### config.mk
export PLATFORM = sky130hd
export DESIGN_NAME = dll_code_ctrl
export DESIGN_NICKNAME = d
export VERILOG_FILES = /design/src/rtl/dll_pkg.sv /design/src/rtl/dll_phase_cmp.sv /design/src/rtl/dll_code_cnt.sv /design/src/rtl/dll_ofs_stage.sv /design/src/rtl/dll_code_ctrl.sv
export SDC_FILE = /design/constraint.sdc
export NUM_CORES = 1
export LEC_CHECK = 0
export ABC_AREA = 1
export CAP_MARGIN = 20
export CORE_ASPECT_RATIO = 0.5
export CORE_UTILIZATION = 30
export DETAILED_ROUTE_END_ITERATION = 12
export DONT_BUFFER_PORTS = 1
export GPL_TIMING_DRIVEN = 1
export PLACE_DENSITY_LB_ADDON = 0.2
export SKIP_LAST_GASP = 1
export SLEW_MARGIN = 10
export SYNTH_ARGS = -nofsm -noshare
export SYNTH_HDL_FRONTEND = slang
export SYNTH_SLANG_ARGS = --single-unit
### constraint.sdc
create_clock -name clk -period 2.5 [get_ports clk]
set_clock_uncertainty 0.15 [all_clocks]
set_input_delay 0.125 -clock clk [delete_from_list [all_inputs] [get_ports clk]]
set_output_delay 0.125 -clock clk [all_outputs]
set_load 0.01 [all_outputs]
### src/rtl/dll_pkg.sv
package dll_pkg;

    localparam int CODE_W   = 6;
    localparam int CODE_MAX = (1 << CODE_W) - 1;

    typedef logic [CODE_W-1:0] code_t;

    typedef enum logic {
        STEP_UP   = 1'b0,
        STEP_DOWN = 1'b1
    } step_dir_e;

    typedef struct packed {
        code_t base;
        code_t adj;
        logic  bypass;
    } strobe_ctl_t;

    function automatic code_t sat_add(input code_t a, input code_t b);
        logic [CODE_W:0] s;
        s = {1'b0, a} + {1'b0, b};
        return s[CODE_W] ? code_t'(CODE_MAX) : s[CODE_W-1:0];
    endfunction

    function automatic code_t sat_sub(input code_t a, input code_t b);
        return (a < b) ? code_t'(0) : code_t'(a - b);
    endfunction

endpackage

### src/rtl/dll_phase_cmp.sv
module dll_phase_cmp
    import dll_pkg::*;
(
    input  logic      clk,
    input  logic      rst,
    input  logic      dly_in,
    output step_dir_e dir
);
    logic smp_q;

    always_ff @(posedge clk) begin
        if (rst) smp_q <= 1'b0;
        else     smp_q <= dly_in;
    end

    assign dir = smp_q ? STEP_DOWN : STEP_UP;
endmodule

### src/rtl/dll_code_cnt.sv
module dll_code_cnt
    import dll_pkg::*;
#(
    parameter int RESET_CODE = 32,
    parameter int LOCK_RUNS  = 4
) (
    input  logic      clk,
    input  logic      rst,
    input  logic      step_en,
    input  step_dir_e dir,
    output code_t     code,
    output logic      locked
);
    localparam int RUN_W = $clog2(LOCK_RUNS + 1);

    code_t            code_q;
    logic             lock_q;
    logic             have_prev_q;
    step_dir_e        prev_dir_q;
    logic [RUN_W-1:0] run_q;
    logic [RUN_W-1:0] run_nxt;

    always_comb begin
        if (have_prev_q && (dir != prev_dir_q)) begin
            run_nxt = (run_q == RUN_W'(LOCK_RUNS)) ? run_q : run_q + 1'b1;
        end else begin
            run_nxt = '0;
        end
    end

    always_ff @(posedge clk) begin
        if (rst) begin
            code_q      <= code_t'(RESET_CODE);
            lock_q      <= 1'b0;
            have_prev_q <= 1'b0;
            prev_dir_q  <= STEP_UP;
            run_q       <= '0;
        end else if (step_en) begin
            code_q      <= (dir == STEP_DOWN) ? sat_sub(code_q, code_t'(1))
                                              : sat_add(code_q, code_t'(1));
            have_prev_q <= 1'b1;
            prev_dir_q  <= dir;
            run_q       <= run_nxt;
            if (run_nxt == RUN_W'(LOCK_RUNS)) lock_q <= 1'b1;
        end
    end

    assign code   = code_q;
    assign locked = lock_q;
endmodule

### src/rtl/dll_ofs_stage.sv
module dll_ofs_stage
    import dll_pkg::*;
(
    input  code_t       code,
    input  code_t       ofs,
    input  logic        ofs_sub,
    input  logic        zero_shift,
    output strobe_ctl_t ctl
);
    always_comb begin
        if (zero_shift) begin
            ctl.base   = '0;
            ctl.adj    = '0;
            ctl.bypass = 1'b1;
        end else begin
            ctl.base   = code;
            ctl.adj    = ofs_sub ? sat_sub(code, ofs) : sat_add(code, ofs);
            ctl.bypass = 1'b0;
        end
    end
endmodule

### src/rtl/dll_code_ctrl.sv
module dll_code_ctrl
    import dll_pkg::*;
#(
    parameter int RESET_CODE = 32,
    parameter int LOCK_RUNS  = 4
) (
    input  logic              clk,
    input  logic              rst,
    input  logic              upd_en,
    input  logic              dly_in,
    input  logic [CODE_W-1:0] ofs_val,
    input  logic              ofs_sub,
    input  logic              zero_shift,
    output logic [CODE_W-1:0] loop_code,
    output logic [CODE_W-1:0] strobe_base,
    output logic [CODE_W-1:0] strobe_adj,
    output logic              strobe_bypass,
    output logic              locked
);
    step_dir_e   dir;
    code_t       code;
    strobe_ctl_t ctl;

    dll_phase_cmp u_cmp (
        .clk    (clk),
        .rst    (rst),
        .dly_in (dly_in),
        .dir    (dir)
    );

    dll_code_cnt #(
        .RESET_CODE (RESET_CODE),
        .LOCK_RUNS  (LOCK_RUNS)
    ) u_cnt (
        .clk     (clk),
        .rst     (rst),
        .step_en (upd_en & ~zero_shift),
        .dir     (dir),
        .code    (code),
        .locked  (locked)
    );

    dll_ofs_stage u_ofs (
        .code       (code),
        .ofs        (ofs_val),
        .ofs_sub    (ofs_sub),
        .zero_shift (zero_shift),
        .ctl        (ctl)
    );

    assign loop_code     = code;
    assign strobe_base   = ctl.base;
    assign strobe_adj    = ctl.adj;
    assign strobe_bypass = ctl.bypass;
endmodule

# [Yosys cells after proc, flatten, opt, wreduce, memory -nomap -nowiden]
# Cells that the tools add are included.
[word_totals] register_bits=13 output_inout_bits=20
[classes] n_addsub=5 order_cmp=2 eq_ne=3 n_mux=10 bitwise_logic=2 n_reduce_logical=2
[ops] operator="two-way mux 6 bit" n=6
[ops] operator="two-way mux 13 bit" n=1
[ops] operator="adder 6 x 1 -> 7 bit (second input constant)" n=1
[ops] operator="adder 6 x 6 -> 7 bit" n=1
[ops] operator="== test 3 bit (second input constant)" n=2
[ops] operator="less-than comparator 6 x 1 -> 1 bit (second input constant)" n=1
[ops] operator="less-than comparator 6 bit" n=1
[ops] operator="two-way mux 3 bit" n=2
[ops] operator="subtractor 6 x 1 -> 6 bit (second input constant)" n=1
[ops] operator="subtractor 6 bit" n=1
[ops] operator="adder 3 x 1 -> 3 bit (second input constant)" n=1
[ops] operator="AND reduction 2 bit" n=1
[ops] operator="bitwise AND 1 bit" n=1
[ops] operator="logical AND 1 bit" n=1
[ops] operator="two-way mux 1 bit" n=1
[ops] operator="inequality test 1 bit" n=1
[ops] operator="NOT 1 bit" n=1

# [Depth between registers and ports, before layout]
[depth] ltp_word=6 depth_mapped=12 mapped_depth_nobuf=12

# [By module]
# A second synthesis with hierarchy kept.
[hier_totals] hier_cells=263 hier_area_um2=1586.5
[by_module_without_submodules] module="dll_code_cnt" instances=1 cells_each=130 area_each_um2=827.0 seq_area_each_um2=240.2
[by_module_without_submodules] module="dll_ofs_stage" instances=1 cells_each=128 area_each_um2=719.4 seq_area_each_um2=0.0
[by_module_without_submodules] module="dll_phase_cmp" instances=1 cells_each=3 area_each_um2=30.0 seq_area_each_um2=20.0
[by_module_without_submodules] module="dll_code_ctrl" instances=1 cells_each=2 area_each_um2=10.0 seq_area_each_um2=0.0

# [Least setup slack after synthesis]
# No wires, ideal clock.
[synth_timing] path_type="reg-to-output" startpoint="reg u_cnt.code_q[0], in the netlist u_cnt.code[0]" endpoint="out strobe_adj[5]" t_arrival_ps=1706 t_required_ps=2225 slack_ps=519 path_stages_with_launch=11 path_cell_list="dfxtp_1 > ha_1 > inv_1 > fa_1 > inv_1 > nand4_1 > nand3_1 > nor2_2 > nand2_1 > nand2_1 > nor2_1"
[synth_between] elab_chain_cells=4 elab_cells_between_ends=7 cone_classes="add/sub: 2; order compare: 1; mux: 4"
[synth_rtl] item="from (decl)" line_no="dll_code_cnt.sv:16" rtl="code_t code_q;"
[synth_rtl] item="from (signal assigned)" line_no="dll_code_cnt.sv:33" rtl="code_q <= code_t'(RESET_CODE);"
[synth_rtl] item="from (signal assigned)" line_no="dll_code_cnt.sv:39" rtl="code_q <= (dir == STEP_DOWN) ? sat_sub(code_q, code_t'(1))"
[synth_rtl] item="adder 6 x 6 -> 7 bit (tied with other cells)" line_no="dll_pkg.sv:21" rtl="s = {1'b0, a} + {1'b0, b};"
[synth_rtl] item="two-way mux 6 bit (on tied branches)" line_no="dll_pkg.sv:22, dll_pkg.sv:26"
[synth_rtl] item="two-way mux 6 bit *" line_no="dll_ofs_stage.sv:17" rtl="ctl.adj = ofs_sub ? sat_sub(code, ofs) : sat_add(code, ofs);"
[synth_rtl] item="two-way mux 13 bit *" line_no="dll_ofs_stage.sv:11" rtl="if (zero_shift) begin"
[synth_rtl] item="to (decl)" line_no="dll_code_ctrl.sv:16" rtl="output logic [CODE_W-1:0] strobe_adj,"
# Mark *: on every way between the ends. The rest lies on a longest branch, timed or not.

# [Final worst setup path]
[layout_timing] startpoint="reg u_cnt.code_q[4], in the netlist u_cnt.code[4]" endpoint="out strobe_adj[5]"
# Same word-level chain as after synthesis.

==> reports/metrics.cfg <==
[logic_synthesis]
yosysUniqueCellTypes = 28
synth_area_leaders = dfxtp_1 (18%), nand2_1 (14%), ha_1 (14%)
syn-mean-instance-area_um2 = 6.21
synth_top_cell_by_area = dfxtp_1
synth.top_cell.area_share_pct = 17.6
syn_inst = 238
yosysMostFrequentCell = nand2_1
synth_common_cells = nand2_1 (54), inv_1 (35), nor2_1 (27)
netlist_area_um2 = 1480
ys.flop_type = dfxtp_1
ys_warn_count = 0
synth-edff-count = 0
ys_seq_area_share_pct = 17.6
ys_ff_latch = 13
async_reset_ff_share_pct = 0
syn-num-nets = 268

[placement]
pre_cts_ws_ps = 458
gp_congestion = 0.821
dp_hpwl_um = 2890
port_buffers = 0

[pwr]
vdd_drop_max_uv = 166
power_density_nw_per_um2 = 411
total_power_mw = 0.671
p_leak_nw = 0.843

[timing]
hold_slack_ps = 14.6
final-hold-violation-count = 0
relSlewSlack_pct = 74.6
worst_slew_pin_slew_ps = 380
fin_tns_setup_ps = 0
fin_crit_sh_pct = 90.6
period_needed_ps = 2260
fin_ws_ps = 236
rsz0062_at_grt = false
drv_slew = 0
setup_violations = 0
fmax_mhz = 442

[routing]
drt-initial-drc-count = 111
wl_um = 3650
ant_nets = 0
wire_per_inst_um = 11.8
first_pass_iters = 4
routed-via-count = 1444
drc = 0
viasPerCell = 4.66

[global_route]
antenna_found_initial = 0
grt_pass1_wl_um = 5820
grt_remaining_overflow = 0
grt_pass1_vias = 1325
grt_max_degree = 17
grt_use_total_pct = 14.4

[worst_setup_path]
required_ps = 2230
cp_data_arrival_time_ps = 1990
rr_worst_depth = 7
worstReg2RegStart = u_cnt.run_q[0]
reg2reg_to = u_cnt.run_q[2]
cp_slowest_stage_delay_ps = 550
crit_fanout = 8
end_kind = output pin
slowest_stage = dfxtp_1
worstSetupPathType = reg2out
path_buf_inv = 0
crit_chain = ha_1 > nor2_2 > nand4_1 > nand3_1 > nor2_2 > nand2_1 > nand2_1 > nor2_1
worst_path_dominant_cell_family = simple AND/OR/NAND/NOR gates
rrSetupSlack_ps = 720
start_kind = flip-flop

[clocking]
cts_buffers = 3
clock-sinks = 13
cts_tree = yes
clk_latency_ps = 250
cts_setup_buffers = 0
htree_num_levels = 1
cts_buffer_depth = 2
cts-root-buf = clkbuf_8
path_clk_slew_ps = 60

[min_path]
hold_start = rst
holdPathEnd = u_cnt.code[4]
hp-class = in2reg
whs_path_depth = 3

[die]
core_um2 = 4570
ios = 32
row_count = 17
fp.dieH_um = 51.6
dieArea_um2 = 5230
initial_core_util_pct = 32.3
fp.dieW_um = 101

[job]
maxCapViolations = 0

[status]
status = finished clean

[layout]
antennaDiodeCount = 0
finalNetCount = 275
drive_gt1_share_pct = 10.2
synthToLayoutAreaGrowth_pct = 10.5

==> power by group <==
group          total (mW)  switching (mW)  internal (mW)
logic               0.248           0.159         0.0889
clock network       0.193          0.0803          0.113
registers           0.230          0.0120          0.218
total               0.671           0.251          0.420
==> state kept, by name, summed over array words and instances (netlist names) <==
signal / flops
u_cnt.run_q: 3
u_cmp.smp_q: 1
u_cnt.code: 6
u_cnt.locked: 1
u_cnt.have_prev_q: 1
u_cnt.prev_dir_q: 1
==> kinds of logic after synthesis <==
group | share of synthesized area (%)
flip-flops | 17.6
buffers and inverters | 13.0
AO/OA/AOI/OAI | 14.2
adder cells (fa/ha/maj) | 16.2
AND/OR/NAND/NOR | 35.4
XOR/XNOR | 3.55
==> worst min-delay path: stages <==
cell	delay, ps
inv_1	90
o21ai_0	100
a21oi_1	40
==> area by class of cell <==
type	count	area (um^2)
well taps	66	82.6
repair buffers	8	70.1
flip-flops and latches	13	260
multi-input cells	180	1030
fillers	515	2940
inverters	39	146
clock buffers	4	45.0
==> cell usage in the layout, fill, tap and decap left out, types with 2 or more instances in the layout <==
| cell | n |
|---|---|
| a21oi_1 | 16 |
| a21oi_2 | 2 |
| a31oi_1 | 4 |
| buf_4 | 4 |
| clkbuf_8 | 3 |
| dfxtp_1 | 13 |
| dlygate4sd3_1 | 4 |
| fa_1 | 2 |
| ha_1 | 16 |
| inv_1 | 35 |
| inv_2 | 4 |
| nand2_1 | 54 |
| nand2_2 | 3 |
| nand3_1 | 17 |
| nand4_1 | 5 |
| nor2_1 | 27 |
| nor2_2 | 4 |
| o21ai_0 | 13 |
| o21ai_1 | 2 |
| or2_2 | 2 |
| xor2_1 | 6 |
==> per-stage QoR <==
stage                     cells  util, %  area, um^2
after floorplan             238        -        1480
after global placement      302     33.8        1550
after detailed placement    302     33.8        1550
after CTS                   310     35.6        1630
after global routing        310     35.7        1630
final                       310     35.7        1630
==> what timing repair did <==
action                     4_1_cts  5_1_grt
resized for setup                0        1
hold endpoints to repair         6        0
hold buffers                     4        0
setup endpoints to repair        0        1
==> how the worst max path moves through the flow <==
stage / to / slack, ps / start / cells past startpoint
2_1_floorplan: strobe_adj[5] / 520 / u_cnt.code[0] / 10
3_3_place_gp: strobe_adj[1] / 430 / u_cnt.code[0] / 12
3_5_place_dp: strobe_adj[1] / 460 / u_cnt.code[0] / 12
4_1_cts: strobe_adj[1] / 180 / u_cnt.code[0] / 12
5_1_grt: strobe_adj[5] / 10 / u_cnt.code[0] / 12
6_report: strobe_adj[5] / 240 / u_cnt.code[4] / 8
==> metal layers <==
layer	part of all wire [%]	up-vias	global-route usage [%]
met5	0	-	0
met4	0.47	0	3.62
met3	3.4	2	3.23
met2	47	23	24.8
met1	49	648	18.5
li1	-	771	-
No activity file was read; power rests on OpenSTA's default activity.
